File: src/rtl/useq_pkg.sv
package useq_pkg;

    localparam int INSTR_W   = 32;
    localparam int SKIP_HI   = 15;
    localparam int SKIP_LO   = 13;
    localparam int GRP_HI    = 25;
    localparam int GRP_LO    = 24;
    localparam int IOC_HI    = 11;
    localparam int IOC_LO    = 8;

    localparam logic [1:0] IO_GROUP_SEL = 2'b01;
    localparam logic [3:0] IOC_JUMP     = 4'b1011;
    localparam logic [3:0] IOC_IRQ_JUMP = 4'b1001;

    typedef enum logic [2:0] {
        SKC_NEVER    = 3'd0,
        SKC_NEG      = 3'd1,
        SKC_CARRY    = 3'd2,
        SKC_POS      = 3'd3,
        SKC_NOVF     = 3'd4,
        SKC_NOVF_NEG = 3'd5,
        SKC_NOVF_POS = 3'd6,
        SKC_ALWAYS   = 3'd7
    } skip_code_e;

    typedef enum logic [1:0] {
        FLOW_STEP = 2'd0,
        FLOW_SKIP = 2'd1,
        FLOW_JUMP = 2'd2
    } flow_e;

    typedef struct packed {
        skip_code_e skip;
        logic       jump_req;
        logic       irq_jump_req;
    } ctl_fields_t;

    typedef struct packed {
        logic neg;
        logic carry;
        logic ovf;
        logic zero;
    } alu_flags_t;

    function automatic ctl_fields_t split_instr(input logic [INSTR_W-1:0] w);
        ctl_fields_t f;
        logic        in_grp;
        in_grp         = (w[GRP_HI:GRP_LO] == IO_GROUP_SEL);
        f.skip         = skip_code_e'(w[SKIP_HI:SKIP_LO]);
        f.jump_req     = in_grp && (w[IOC_HI:IOC_LO] == IOC_JUMP);
        f.irq_jump_req = in_grp && (w[IOC_HI:IOC_LO] == IOC_IRQ_JUMP);
        return f;
    endfunction

    function automatic logic is_positive(input alu_flags_t fl);
        return !fl.neg && !fl.zero;
    endfunction

endpackage

File: src/rtl/useq_cond_eval.sv
module useq_cond_eval
    import useq_pkg::*;
(
    input  skip_code_e code,
    input  alu_flags_t flags,
    output logic       hit
);
    logic pos;
    logic novf;

    always_comb begin
        pos  = is_positive(flags);
        novf = !flags.ovf;
        unique case (code)
            SKC_NEVER:    hit = 1'b0;
            SKC_NEG:      hit = flags.neg;
            SKC_CARRY:    hit = flags.carry;
            SKC_POS:      hit = pos;
            SKC_NOVF:     hit = novf;
            SKC_NOVF_NEG: hit = novf || flags.neg;
            SKC_NOVF_POS: hit = novf || pos;
            SKC_ALWAYS:   hit = 1'b1;
            default:      hit = 1'b0;
        endcase
    end

    always_comb begin
        if (flags.zero) begin
            AST_ZERO_NOT_POS: assert (!(code == SKC_POS && hit));
        end
    end
endmodule

File: src/rtl/useq_irq_latch.sv
module useq_irq_latch (
    input  logic clk,
    input  logic rst,
    input  logic irq_req,
    input  logic consume,
    output logic pending
);
    logic req_q;
    logic rise;

    assign rise = irq_req && !req_q;

    always_ff @(posedge clk) begin
        req_q <= irq_req;
        if (rst) begin
            pending <= 1'b0;
        end else if (rise) begin
            pending <= 1'b1;
        end else if (consume) begin
            pending <= 1'b0;
        end
    end

    AST_EDGE_SETS: assert property (@(posedge clk) disable iff (rst)
        $rose(irq_req) |=> pending);
    AST_CONSUME_CLEARS: assert property (@(posedge clk) disable iff (rst)
        (consume && !$rose(irq_req)) |=> !pending);
    AST_HOLDS: assert property (@(posedge clk) disable iff (rst)
        (pending && !consume) |=> pending);
    AST_RESET_CLEARS: assert property (@(posedge clk)
        rst |=> !pending);
endmodule

File: src/rtl/useq_next_pc.sv
module useq_next_pc
    import useq_pkg::*;
#(
    parameter int PC_W = 10
) (
    input  logic [PC_W-1:0] pc,
    input  ctl_fields_t     ctl,
    input  logic            skip_hit,
    input  logic            irq_pending,
    input  logic [PC_W-1:0] target,
    output logic [PC_W-1:0] pc_next,
    output logic            irq_consume,
    output flow_e           flow
);
    localparam logic [PC_W-1:0] STEP_ONE = PC_W'(1);
    localparam logic [PC_W-1:0] STEP_TWO = PC_W'(2);

    logic take_irq;

    always_comb begin
        take_irq    = ctl.irq_jump_req && irq_pending;
        irq_consume = take_irq;
        if (ctl.jump_req || take_irq) begin
            flow = FLOW_JUMP;
        end else if (skip_hit) begin
            flow = FLOW_SKIP;
        end else begin
            flow = FLOW_STEP;
        end
        unique case (flow)
            FLOW_JUMP: pc_next = target;
            FLOW_SKIP: pc_next = pc + STEP_TWO;
            default:   pc_next = pc + STEP_ONE;
        endcase
    end

    always_comb begin
        if (ctl.jump_req) begin
            AST_JUMP_WINS: assert (flow == FLOW_JUMP);
        end
    end
endmodule

File: src/rtl/useq_sequencer.sv
module useq_sequencer
    import useq_pkg::*;
#(
    parameter int PC_W   = 10,
    parameter int DATA_W = 16
) (
    input  logic              clk,
    input  logic              rst,
    input  logic [INSTR_W-1:0] instr,
    input  logic              flag_neg,
    input  logic              flag_carry,
    input  logic              flag_ovf,
    input  logic [DATA_W-1:0] alu_result,
    input  logic              irq_req,
    output logic [PC_W-1:0]   rom_addr
);
    localparam logic [PC_W-1:0] PC_RESET = '0;

    logic [PC_W-1:0] pc_q;
    logic [PC_W-1:0] pc_d;
    ctl_fields_t     ctl;
    alu_flags_t      flags;
    logic            skip_hit;
    logic            irq_pending;
    logic            irq_consume;
    flow_e           flow;

    always_comb begin
        ctl         = split_instr(instr);
        flags.neg   = flag_neg;
        flags.carry = flag_carry;
        flags.ovf   = flag_ovf;
        flags.zero  = (alu_result == '0);
    end

    useq_cond_eval u_cond (
        .code  (ctl.skip),
        .flags (flags),
        .hit   (skip_hit)
    );

    useq_irq_latch u_irq (
        .clk     (clk),
        .rst     (rst),
        .irq_req (irq_req),
        .consume (irq_consume),
        .pending (irq_pending)
    );

    useq_next_pc #(.PC_W(PC_W)) u_next (
        .pc          (pc_q),
        .ctl         (ctl),
        .skip_hit    (skip_hit),
        .irq_pending (irq_pending),
        .target      (alu_result[PC_W-1:0]),
        .pc_next     (pc_d),
        .irq_consume (irq_consume),
        .flow        (flow)
    );

    always_ff @(posedge clk) begin
        if (rst) begin
            pc_q <= PC_RESET;
        end else begin
            pc_q <= pc_d;
        end
    end

    assign rom_addr = pc_q;

    AST_RESET_PC: assert property (@(posedge clk)
        rst |=> (rom_addr == '0));
    AST_PLAIN_STEP: assert property (@(posedge clk) disable iff (rst)
        (flow == FLOW_STEP) |=> (rom_addr == PC_W'($past(rom_addr) + 1)));
    AST_SKIP_TWO: assert property (@(posedge clk) disable iff (rst)
        (flow == FLOW_SKIP) |=> (rom_addr == PC_W'($past(rom_addr) + 2)));
    AST_JUMP_TARGET: assert property (@(posedge clk) disable iff (rst)
        (flow == FLOW_JUMP) |=> (rom_addr == $past(alu_result[PC_W-1:0])));
    AST_ALWAYS_SKIPS: assert property (@(posedge clk) disable iff (rst)
        (ctl.skip == SKC_ALWAYS && flow != FLOW_JUMP) |-> (flow == FLOW_SKIP));
    AST_NO_STRAY_JUMP: assert property (@(posedge clk) disable iff (rst)
        (instr[GRP_HI:GRP_LO] != IO_GROUP_SEL) |-> (flow != FLOW_JUMP));
    AST_IRQ_GATED: assert property (@(posedge clk) disable iff (rst)
        (ctl.irq_jump_req && !ctl.jump_req && !irq_pending) |-> (flow != FLOW_JUMP));
endmodule

File: config.mk
export PLATFORM = sky130hd
export DESIGN_NAME = useq_sequencer
export DESIGN_NICKNAME = d
export VERILOG_FILES = /design/src/rtl/useq_pkg.sv /design/src/rtl/useq_cond_eval.sv /design/src/rtl/useq_irq_latch.sv /design/src/rtl/useq_next_pc.sv /design/src/rtl/useq_sequencer.sv
export SDC_FILE = /design/constraint.sdc
export NUM_CORES = 1
export LEC_CHECK = 0
export BUFFER_PORTS_ARGS = -buffer_cell sky130_fd_sc_hd__buf_4
export CORE_MARGIN = 4
export CORE_UTILIZATION = 36
export DETAILED_ROUTE_END_ITERATION = 8
export GPL_TIMING_DRIVEN = 0
export PLACE_DENSITY_LB_ADDON = 0.3
export SLEW_MARGIN = 10
export SYNTH_ARGS = -nofsm -noshare
export SYNTH_HDL_FRONTEND = slang
export SYNTH_SLANG_ARGS = --single-unit
export TNS_END_PERCENT = 10
File: constraint.sdc
create_clock -name clk -period 1.6 [get_ports clk]
set_input_delay 0.24 -clock clk [delete_from_list [all_inputs] [get_ports clk]]
set_output_delay 0.24 -clock clk [all_outputs]
set_load 0.01 [all_outputs]
==> After elaboration in Yosys (flattened, before gate mapping) <==
Cells that the tools add are included.
{ "word_totals": {"regBits": 12, "input_bits": 54, "output_inout_bits": 10, "wordCells": 38} }
{ "classes": {"n_addsub": 2, "n_eq_ne": 12, "muxes": 6, "reduce_logical": 15} }
{ "ops": {"columns": ["operator", "n"], "rows": [
  ["case mux 10 bit (2 select lines)", 1],
  ["zero test 16 bit", 1],
  ["equality test 3 bit (second input constant)", 4],
  ["adder 10 x 1 -> 10 bit (second input constant)", 1],
  ["adder 10 x 2 -> 10 bit (second input constant)", 1],
  ["equality test 4 bit (second input constant)", 2],
  ["case mux 1 bit (8 select lines)", 1],
  ["equality test 3 x 2 -> 1 bit (second input constant)", 2],
  ["logical AND 1 bit", 5],
  ["equality test 2 x 1 -> 1 bit (second input constant)", 2],
  ["zero test 1 bit", 4],
  ["equality test 3 x 1 -> 1 bit (second input constant)", 1],
  ["zero test 3 bit", 1],
  ["logical OR 1 bit", 3],
  ["two-way mux 1 bit", 3],
  ["equality test 2 bit (second input constant)", 1],
  ["two-way mux 2 bit", 1],
  ["nonzero test 2 bit", 1]
]} }

==> Logic depth before layout (Yosys ltp) <==
{ "depth": {"ltp_word": 9, "mapped_depth": 6, "depth_no_buf": 6} }

==> By module <==
Synthesis repeated with hierarchy kept, for this count alone.
{ "unflattened": {"cells_unflattened": 96, "area_unflattened_um2": 780.7} }
{ "by_module_without_submodules": {"columns": ["mod", "instances", "cells_per_inst", "area_each_um2", "seq_area_each_um2"], "rows": [
  ["useq_next_pc", 1, 56, 347.8, 0.0],
  ["useq_sequencer", 1, 28, 324.1, 200.2],
  ["useq_irq_latch", 1, 5, 61.3, 40.0],
  ["useq_cond_eval", 1, 7, 47.5, 0.0]
]} }

==> Worst setup path before layout <==
No wires, ideal clock.
{ "synth_path": {"kind": "in2reg", "start": "input instr[10]", "end": "register pc_q[9], in the netlist rom_addr[9]", "setup_time_ns": 0.123, "arrival_ns": 1.471, "t_required_ns": 1.477, "path_slack_ns": 0.006, "stages": 6, "path_buffers": 1, "path_cell_list": "nand2b_1 or4_1 buf_2 nand2_1 nor4_1 a311o_2"} }
{ "synth_via": {"elab_chain_cells": 7, "word_cells_on_any_way": 10, "classes_between": "eq/ne: 4; mux: 2; reduce/logical: 4"} }
{ "synth_lines": {"columns": ["element", "line", "rtl"], "rows": [
  ["start: declaration", "useq_sequencer.sv:9", "input logic [INSTR_W-1:0] instr,"],
  ["equality test 4 bit", "useq_pkg.sv:51", "f.irq_jump_req = in_grp && (w[IOC_HI:IOC_LO] == IOC_IRQ_JUMP);"],
  ["logical AND 1 bit", "useq_pkg.sv:51", null],
  ["logical AND 1 bit", "useq_next_pc.sv:21", "take_irq = ctl.irq_jump_req && irq_pending;"],
  ["logical OR 1 bit (*)", "useq_next_pc.sv:23", "if (ctl.jump_req || take_irq) begin"],
  ["two-way mux 2 bit (*)", "useq_next_pc.sv:23", null],
  ["equality test 2 x 1 -> 1 bit or equality test 2 bit (tied branches)", "useq_next_pc.sv:30", "unique case (flow)"],
  ["case mux 10 bit (2 select lines) (*)", "useq_next_pc.sv:30", null],
  ["end signal: assignment", "useq_sequencer.sv:65", "pc_q <= pc_d;"],
  ["end: declaration", "useq_sequencer.sv:19", "logic [PC_W-1:0] pc_q;"]
]} }
Mark *: on every way between the ends. The rest lies on a longest branch, timed or not.
A chain may end at the register's enable or synchronous reset.

==> Final worst setup path <==
{ "layout_path": {"start": "register u_irq.pending", "end": "register pc_q[9], in the netlist rom_addr[9]"} }
{ "layout_via": {"elab_chain_cells": 5, "word_cells_on_any_way": 6, "classes_between": "eq/ne: 2; mux: 2; reduce/logical: 2"} }
{ "layout_lines": {"columns": ["element", "line", "rtl"], "rows": [
  ["start: declaration", "useq_irq_latch.sv:6", "output logic pending"],
  ["start signal: assignment", "useq_irq_latch.sv:16", "pending <= 1'b0;"],
  ["start signal: assignment", "useq_irq_latch.sv:18", "pending <= 1'b1;"],
  ["start signal: assignment", "useq_irq_latch.sv:20", "pending <= 1'b0;"],
  ["logical AND 1 bit (*)", "useq_next_pc.sv:21", null],
  ["logical OR 1 bit (*)", "useq_next_pc.sv:23", null],
  ["two-way mux 2 bit (*)", "useq_next_pc.sv:23", null],
  ["equality test 2 x 1 -> 1 bit or equality test 2 bit (tied branches)", "useq_next_pc.sv:30", null],
  ["case mux 10 bit (2 select lines) (*)", "useq_next_pc.sv:30", null]
]} }
Marked as above.

==> out/qor.txt <==
total of max-cap violations: 0
Die ar.: 0.003387 sq mm
P per Cell Area: 644.1 mW/mm^2
drt pass-1 iters: 5
LEAKAGE: 0.0005639 uW
post-route clock period utilization: 100.4%
number of cells on the worst hold path: 1
RSZ-0062 raised after global routing: yes
# port buffers: 40
Via-to-Cell Ratio: 5.750
WL/cell: 14.80 um
skew final: 0.005164 ns
min cycle time layout: 1.607 ns
hold buffer count at CTS: 0
Mapped Nets: 163
design area: 0.001374 sq mm
critical path's slowest cell: or4_4
Final setup viols: 1
crit path cell chain: nor2_2, or4_4, buf_6, nand2_1, nor4_1, a311o_2
via count: 1058
HPWL after DPL: 2.042 mm
CTS root buf: clkbuf_4
worst hold path type: primary input to flip-flop
final layout net count: 213
first-pass GRT wire length: 4.333 mm
site row count: 17
Synth area leader: dfxtp_1
post-synthesis sequential area ratio: 26.48%
Placed Area: 0.001242 sq mm
R2R setup slack: -0.007 ns
Worst Hold End: u_irq.req_q
Initial Utilization: 39.49%
Synth Register Bits: 12
synth top area cells: dfxtp_1, nor4_1, nand2_1
DR iter-0 viols: 38
syn_area_per_cell: 8.478 sq um
FF-to-FF path depth: 6
gpl congestion: 0.8831
CP Launch Type: flip-flop
largest net degree at the start of global routing: 11
CP Max Fanout: 8
Worst path max stage delay: 0.53 ns
Post-DRT Antenna Nets: 0
Max IR drop VDD: 439.8 uV
Mapped Cells: 107
cell with the most instances after synthesis: nand2_1
Synth cell types: 40
Ant. Diodes: 0
min-delay src: irq_req
initial antenna violation count: 0
Worst-Skew Late Latency: 0.28 ns
top_reg_cell synth: dfxtp_1
number of synthesized flops with an enable pin: 0
CTS tree: built
number of global-route vias before repair: 979
Fmax: 622.2 MHz
Post-Syn Area: 907.1 sq um
crit path DAT: 1.79 ns
Slew @ Worst Pin: 0.5106 ns
clock sinks: 12
CTS H-tree lvls: 1
Die Ht: 58.20 um
# fillers: 219
Remaining DRCs: 0
synthesis warning total: 0
worst reg2reg path startpoint: u_irq.pending
Worst R2R End: rom_addr[9]
routed wire length: 2.724 mm
CTS max path bufs: 2
FF+latch area: 247.7 sq um
area of the multi-input gates: 681.9 sq um
# IOs: 64
Area growth, synth to finish: 51.45%
failing checks: negative setup slack
area share of the largest cell type after synthesis: 26.48%
core area: 0.002297 sq mm
fraction of layout cells with a size suffix above 1: 46.79%
CTS Buf Count: 3
final hold vios: 0
Setup CP Type: flip-flop to flip-flop
most frequent cells after synthesis: nand2_1, dfxtp_1, nor4_1, nor2_1
Slew Limit Fails: 0
dpl cells: 175
GR Overflow Total: 0
gr usage total: 16.25%
setup ws final: -0.007111 ns
Die Wd: 58.20 um
Critical Path RT: 1.78 ns
clock slew at the register clock pins of the worst setup and hold paths: 0.09 ns
post-synthesis async set-or-reset flop share: 0%
relative slew slack: 65.96%
pre-CTS setup slack: -0.2531 ns
fin cells: 184
status: finished, violations left
Crit. End Element: flip-flop
state kept, by name, indices dropped and copies added (netlist names):
register,cells
rom_addr,10
u_irq.req_q,1
u_irq.pending,1
repair_timing:
item	in CTS	in global routing
resized for setup	6	12
buffers inserted	0	5
pin swaps	0	2
endpoints found under the setup margin	7	6
critical path: cells and delay by family, from the launching register on:
family          cells  cell delay, ns
buf+inv             1            0.16
flops               1            0.34
simple gates        4            0.68
compound gates      1            0.32
cells in the final DEF, fill, tap and decap left out, types with 4 or more instances in the layout:
cell       n
clkbuf_4   4
nand2b_1   4
o21ai_0    4
xnor2_1    4
nand3_1    5
dfxtp_1    8
buf_4     45
nand2_1   14
xor2_1     5
nor4_1     9
nor2_1     5
final cells by class:
type / instances / share of cell area (%)
Buffer: 4 / 2.004
Clock buffer: 4 / 2.641
Inverter: 2 / 0.5464
Multi-Input combinational cell: 89 / 49.64
Sequential cell: 12 / 18.03
Tap cell: 28 / 2.550
Timing Repair Buffer: 45 / 24.59
worst max path at each step:
stage,slack [ns],depth (start not counted),endpoint,from
after floorplan,0.006,6,rom_addr[9],instr[10]
after global placement,-0.25,6,rom_addr[8],instr[10]
after CTS,-0.02,6,rom_addr[9],u_irq.pending
after global routing,-0.05,6,rom_addr[9],u_irq.pending
final,-0.007,6,rom_addr[9],u_irq.pending
after detailed placement,-0.25,6,rom_addr[8],instr[10]
logic make-up (layout without fill, tap and decap cells):
kind of cell / Yosys count / count (layout) / share of synthesized area [%]
AOI/OAI and AO/OA: 25 / 25 / 24.69
xor gates and xnor gates: 9 / 9 / 8.689
adders and majority gates: 2 / 2 / 2.758
buffers and inverters: 6 / 55 / 2.896
DFF: 12 / 12 / 26.48
muxes: 2 / 2 / 2.758
and+or+nand+nor: 51 / 51 / 31.72
stage by stage:
step	hold WS, ns	total power (uW)	utilization, %	TNS (ns)
after CTS	0.06827	874.2	56.59	-0.01533
after global routing	0.06602	931.3	59.80	-0.09953
after detailed placement	0.3602	617.5	54.09	-1.463
final	0.06724	884.9	59.80	-0.007111
after floorplan	0.2677	490.9	-	0
after global placement	0.3548	610.2	54.09	-1.374
where the power goes:
part           switching [uW]  leakage (uW)  internal, uW
combinational             125      0.000443           146
clock                     119     0.0000210           139
sequential               32.5      0.000100           323
total                     277      0.000564           608
routing by layer:
metal	global-route usage, %	routed length (um)	vias up
met3	4.232	205	8
met5	0	0	-
li1	-	-	516
met1	21.20	1216	490
met2	26.13	1254	44
met4	4.967	47	0
(Power assumes the default switching activity.)
